<file path="config.mk">
export PLATFORM = sky130hd
export DESIGN_NAME = tape_codec
export DESIGN_NICKNAME = d
export VERILOG_FILES = /design/src/rtl/tape_codec_pkg.sv /design/src/rtl/tc_encoder.sv /design/src/rtl/tc_edge_detect.sv /design/src/rtl/tc_oneshot.sv /design/src/rtl/tc_data_latch.sv /design/src/rtl/tape_codec.sv
export SDC_FILE = /design/constraint.sdc
export NUM_CORES = 1
export LEC_CHECK = 0
export BUFFER_PORTS_ARGS = -buffer_cell sky130_fd_sc_hd__buf_4
export CORE_MARGIN = 10
export CORE_UTILIZATION = 45
export CTS_BUF_LIST = sky130_fd_sc_hd__clkbuf_4 sky130_fd_sc_hd__clkbuf_8 sky130_fd_sc_hd__clkbuf_16
export DETAILED_ROUTE_END_ITERATION = 16
export GPL_ROUTABILITY_DRIVEN = 0
export PLACE_DENSITY_LB_ADDON = 0.15
export SYNTH_ARGS = -nofsm -noshare
export SYNTH_HDL_FRONTEND = slang
export SYNTH_SLANG_ARGS = --single-unit
</file>
<file path="constraint.sdc">
create_clock -name clk -period 1.5 [get_ports clk]
set_input_delay 0.3 -clock clk [delete_from_list [all_inputs] [get_ports clk]]
set_output_delay 0.3 -clock clk [all_outputs]
set_load 0.05 [all_outputs]
</file>
<file path="src/rtl/tape_codec_pkg.sv">
package tape_codec_pkg;

    // One-shot timer states
    typedef enum logic {
        OS_IDLE = 1'b0,   // waiting for a line transition
        OS_HOLD = 1'b1    // timing the three-quarter-cell window
    } os_state_t;

endpackage

</file>
<file path="src/rtl/tc_encoder.sv">
module tc_encoder (
    input  logic clk,
    input  logic rst_n,
    input  logic tx_data,
    input  logic tx_bitclk,
    output logic line_out
);

    logic coded_q;

    always_ff @(posedge clk) begin
        if (!rst_n) begin
            coded_q <= 1'b0;
        end else begin
            coded_q <= tx_data ^ tx_bitclk;
        end
    end

    assign line_out = coded_q;

endmodule

</file>
<file path="src/rtl/tc_edge_detect.sv">
module tc_edge_detect #(
    parameter int SYNC_STAGES = 2
) (
    input  logic clk,
    input  logic rst_n,
    input  logic rx_line,
    output logic line_sync,
    output logic edge_p
);

    logic [SYNC_STAGES-1:0] sync_q;
    logic                   prev_q;

    genvar g;
    generate
        for (g = 0; g < SYNC_STAGES; g++) begin : g_sync
            if (g == 0) begin : g_first
                always_ff @(posedge clk) begin
                    if (!rst_n) sync_q[g] <= 1'b0;
                    else        sync_q[g] <= rx_line;
                end
            end else begin : g_next
                always_ff @(posedge clk) begin
                    if (!rst_n) sync_q[g] <= 1'b0;
                    else        sync_q[g] <= sync_q[g-1];
                end
            end
        end
    endgenerate

    always_ff @(posedge clk) begin
        if (!rst_n) prev_q <= 1'b0;
        else        prev_q <= sync_q[SYNC_STAGES-1];
    end

    assign line_sync = sync_q[SYNC_STAGES-1];
    assign edge_p    = sync_q[SYNC_STAGES-1] ^ prev_q;

endmodule

</file>
<file path="src/rtl/tc_oneshot.sv">
module tc_oneshot
    import tape_codec_pkg::*;
#(
    parameter int OS_CYCLES = 48
) (
    input  logic clk,
    input  logic rst_n,
    input  logic trig,
    output logic busy,
    output logic fire
);

    localparam int CW = $clog2(OS_CYCLES + 1);

    os_state_t      state_q, state_d;
    logic [CW-1:0]  cnt_q, cnt_d;

    // State register
    always_ff @(posedge clk) begin
        if (!rst_n) begin
            state_q <= OS_IDLE;
            cnt_q   <= '0;
        end else begin
            state_q <= state_d;
            cnt_q   <= cnt_d;
        end
    end

    // Transitions: any trigger (re)loads the window; HOLD counts down to expiry
    always_comb begin
        state_d = state_q;
        cnt_d   = cnt_q;
        fire    = 1'b0;
        if (trig) begin
            state_d = OS_HOLD;
            cnt_d   = CW'(OS_CYCLES - 1);
        end else begin
            unique case (state_q)
                OS_IDLE: begin
                    state_d = OS_IDLE;
                end
                OS_HOLD: begin
                    if (cnt_q == '0) begin
                        state_d = OS_IDLE;
                        fire    = 1'b1;
                    end else begin
                        cnt_d = cnt_q - 1'b1;
                    end
                end
                default: state_d = OS_IDLE;
            endcase
        end
    end

    // Outputs
    always_comb begin
        busy = (state_q == OS_HOLD);
    end

endmodule

</file>
<file path="src/rtl/tc_data_latch.sv">
module tc_data_latch (
    input  logic clk,
    input  logic rst_n,
    input  logic load,
    input  logic din,
    output logic dout
);

    logic data_q;

    always_ff @(posedge clk) begin
        if (!rst_n)    data_q <= 1'b0;
        else if (load) data_q <= din;
    end

    assign dout = data_q;

endmodule

</file>
<file path="src/rtl/tape_codec.sv">
module tape_codec #(
    parameter int SYS_CLK_HZ  = 1228800,
    parameter int BIT_RATE    = 2400,
    parameter int SYNC_STAGES = 2
) (
    input  logic clk,
    input  logic rst_n,
    input  logic tx_data,
    input  logic tx_bitclk,
    output logic line_out,
    input  logic rx_line,
    output logic rx_data,
    output logic os_busy
);

    localparam int CLK_PER_BIT = SYS_CLK_HZ / BIT_RATE;
    localparam int OS_CYCLES   = (3 * CLK_PER_BIT) / 4;

    logic line_sync;
    logic edge_p;
    logic os_fire;

    tc_encoder u_enc (
        .clk       (clk),
        .rst_n     (rst_n),
        .tx_data   (tx_data),
        .tx_bitclk (tx_bitclk),
        .line_out  (line_out)
    );

    tc_edge_detect #(.SYNC_STAGES(SYNC_STAGES)) u_edge (
        .clk       (clk),
        .rst_n     (rst_n),
        .rx_line   (rx_line),
        .line_sync (line_sync),
        .edge_p    (edge_p)
    );

    tc_oneshot #(.OS_CYCLES(OS_CYCLES)) u_os (
        .clk   (clk),
        .rst_n (rst_n),
        .trig  (edge_p),
        .busy  (os_busy),
        .fire  (os_fire)
    );

    tc_data_latch u_lat (
        .clk   (clk),
        .rst_n (rst_n),
        .load  (os_fire),
        .din   (line_sync),
        .dout  (rx_data)
    );

endmodule

</file>
==> reports/metrics.yaml <==
outcome: "complete, but fails checks"
failed_checks: "setup timing"
routed_via_density: 5.32
synthToLayoutAreaGrowth_pct: 36.3
deepest_level_of_the_cts_h_tree: 1
syn_avg_cell_area_um2: 9.69
setup.worst_path.class: "register to register"
power_frac_seq_pct: 43.3
yosysTopAreaCellShare_pct: 41.9
routed_wire_length_per_instance_um: 13.3
grt_first_pass_wirelength_mm: 2.63
share_clk_of_total_power_pct: 23.1
p_leak_nw: 0.414
drv_slew: 0
cts_root_buf: "clkbuf_4"
power_density_nw_per_um2: 1090
final.setup_skew_ps: 7.11
detailed_place_hpwl_mm: 1.14
start_util_pct: 47.6
worst_skew_pair_latency_ps: 280
numCtsBuffers: 3
synth.distinct_cells: 30
crit_path_cells: "or4_4 -> buf_6 -> o41ai_4 -> xnor2_1 -> a21boi_1"
maxCapViolations: 0
grt_busiest_layer: "met2"
dr.pass1.iters: 3
hold_path.startpoint: "rx_line"
ys_top_cells_by_area: "dfxtp_1, a21boi_0, xor2_1"
layout_worst_path_cycle_share_pct: 110
slew-limit-headroom_pct: 74.2
ant_nets: 0
worst_ep_required_time_ps: 1670
hold-path-endpoint: "u_edge.sync_q[0]"
n_antenna_cell: 0
r2r_setup_slack_ps: -160
whs_path_depth: 2
end_kind: "register"
die_area_um2: 3590
gr-usage-all-layers_pct: 9.25
internal-power_uw: 739
postLayoutCoreUtil_pct: 64.9
grt_setup_unrepaired: "yes"
vdd_drop_max_mv: 0.735
layoutNonFillerInstCount: 114
globalRouteOverflowTotal: 0
cts.sinks: 15
vias_in_the_first_global_route: 620
post_cts.repair.setup_buffers: 0
fmaxAchievable_mhz: 604
timing.critical_path.slowest_cell_delay_ps: 530
report.power.total_mw: 1.07
synthesis_stage_register_bit_count: 15
tritoncts: "built"
place_worst_setup_slack_ps: -130
postSynthNetCount: 81
power.switching_fraction_pct: 30.8
yosysWarnings: 0
timing_hold_violations_final: 0
detail_route.drc_violations: 0
final_layout_size_suffix_gt1_share_pct: 36.7
cts_buffer_depth: 2
reg2reg_depth: 5
synth_top_area_cell: "dfxtp_1"
route.final.wire_length_mm: 1.52
design.final.nets: 106
synth_cells: 74
via_count: 606
r2r_startpoint: "u_os.cnt_q[6]"
worst-slew-pin-transition_ps: 385
port-buffer-count: 7
use_met1_pct: 11.3
timing_startpoint_of_the_critical_path: "u_os.cnt_q[6]"
instance_count_after_placement_with_tap_cells_included: 110
reg_clk_slew_reported_paths_ps: 90
grtUsageMet3_pct: 2.54
globalRouteMet2Util_pct: 14.7
critPathLaunchType: "register"
period_minus_slack_ps: 1660
setup_viol: 9
die_h_um: 59.9
arrival_ps: 1820
std_cell_rows: 14
switching_power_uw: 329
holdCritPathClass: "input port to register"
crit_path_top_delay_cell: "or4_4"
n_fill_cell: 129
floorplan.core_area_um2: 1510
synth.cell_area_um2: 717
pwr-share-comb_pct: 33.6
finalWorstSetupSlack_ps: -157
seq_area_frac_synth_pct: 41.9
antenna_found_initial: 0
grt_max_degree: 17
die_width_um: 59.9
drt-initial-drc-count: 5
crit_fanout: 8
timing.rr.end: "u_os.cnt_q[0]"
pin_count: 8
## worst max-delay path: cells and delay by family, from the launching register on
family / cells / cell delay [ps]
compound gates: 2 / 370
xor+xnor: 1 / 160
simple gates: 1 / 530
buf+inv: 1 / 160
flops: 1 / 320
## synthesized netlist by cell type, drive strengths merged
cell,count
dfxtp,15
o211ai,4
o21a,2
xnor2,3
o21ai,3
or3,1
a21oi,1
nand2,4
nor4,1
nor3,2
clkbuf,2
nor4b,1
ha,2
and2b,1
and2,4
a31oi,1
mux2i,2
inv,3
buf,1
o41ai,1
or4,1
a41o,1
a21boi,6
and3,1
nor4bb,1
nor2,4
xor2,4
o2111ai,1
nand2b,1
## state kept, by name, summed over array words and instances, names as in the netlist
| register | cells |
|---|---|
| u_os.cnt_q | 9 |
| u_edge.line_sync | 1 |
| u_edge.prev_q | 1 |
| u_edge.sync_q | 1 |
| u_enc.line_out | 1 |
| u_lat.dout | 1 |
| u_os.busy | 1 |
## timing repair
action | 4_1_cts | 5_1_grt
gates cloned | 0 | 0
hold buffers | 0 | 0
setup endpoints to repair | 9 | 11
pin swaps | 1 | 3
resized for setup | 8 | 4
## per-stage QoR
| step | instance area, um2 | hold slack, ps | TNS [ps] |
|---|---|---|---|
| 2_1_floorplan | 737 | 412 | -232 |
| 3_3_place_gp | 911 | 422 | -456 |
| 3_5_place_dp | 911 | 435 | -720 |
| 4_1_cts | 962 | 229 | -707 |
| 5_1_grt | 977 | 244 | -1400 |
| 6_report | 977 | 232 | -618 |
## power by group through the flow
stage / combinational [mW] / sequential, mW / clock (mW)
2_1_floorplan: 0.173 / 0.492 / 0
3_3_place_gp: 0.309 / 0.466 / 0
3_5_place_dp: 0.318 / 0.468 / 0
4_1_cts: 0.336 / 0.462 / 0.255
5_1_grt: 0.396 / 0.467 / 0.266
6_report: 0.358 / 0.462 / 0.247
## placed cells by master, fill, tap and decap left out, types with 2 or more instances in the layout
cell type	n
buf_4	22
dfxtp_1	14
nor2_1	4
o211ai_1	4
xor2_1	4
and2_1	4
nand2_1	4
clkbuf_4	4
xnor2_1	3
a21boi_1	3
a21boi_0	3
inv_1	2
nor3_1	2
mux2i_1	2
o21a_1	2
o21ai_1	2
## kinds of logic (layout without fill, tap and decap cells)
group | after synthesis | after routing | share of synthesized area [%]
buffers and inverters | 6 | 30 | 3.32
XOR/XNOR | 7 | 7 | 8.55
AND/OR/NAND/NOR | 22 | 22 | 17.3
AO/OA/AOI/OAI | 20 | 20 | 22.7
flip-flops | 15 | 15 | 41.9
multiplexers | 2 | 2 | 2.79
adder cells (fa/ha/maj) | 2 | 2 | 3.49
## final cells by class
cell class	count	area [um2]	share of cell area [%]
flip-flops and latches	15	302	30.9
clock buffers	4	30.0	3.07
multi-input cells	53	438	44.8
well taps	16	20.0	2.05
repair buffers	23	176	18.1
inverters	3	11.3	1.15
## worst max-delay path by stage
stage,endpoint,cells past startpoint
5_1_grt,u_os.cnt_q[0],5
4_1_cts,u_os.cnt_q[0],5
3_5_place_dp,u_os.cnt_q[0],5
3_3_place_gp,u_os.cnt_q[0],5
6_report,u_os.cnt_q[0],5
2_1_floorplan,u_os.cnt_q[0],5
## routing by layer
layer	vias up	part of all wire [%]	wire length [um]
met4	0	0	0
met5	-	0	0
li1	315	-	-
met2	4	49	736
met3	0	3.4	51
met1	287	48	729
Power figures use the tool's default switching activity.
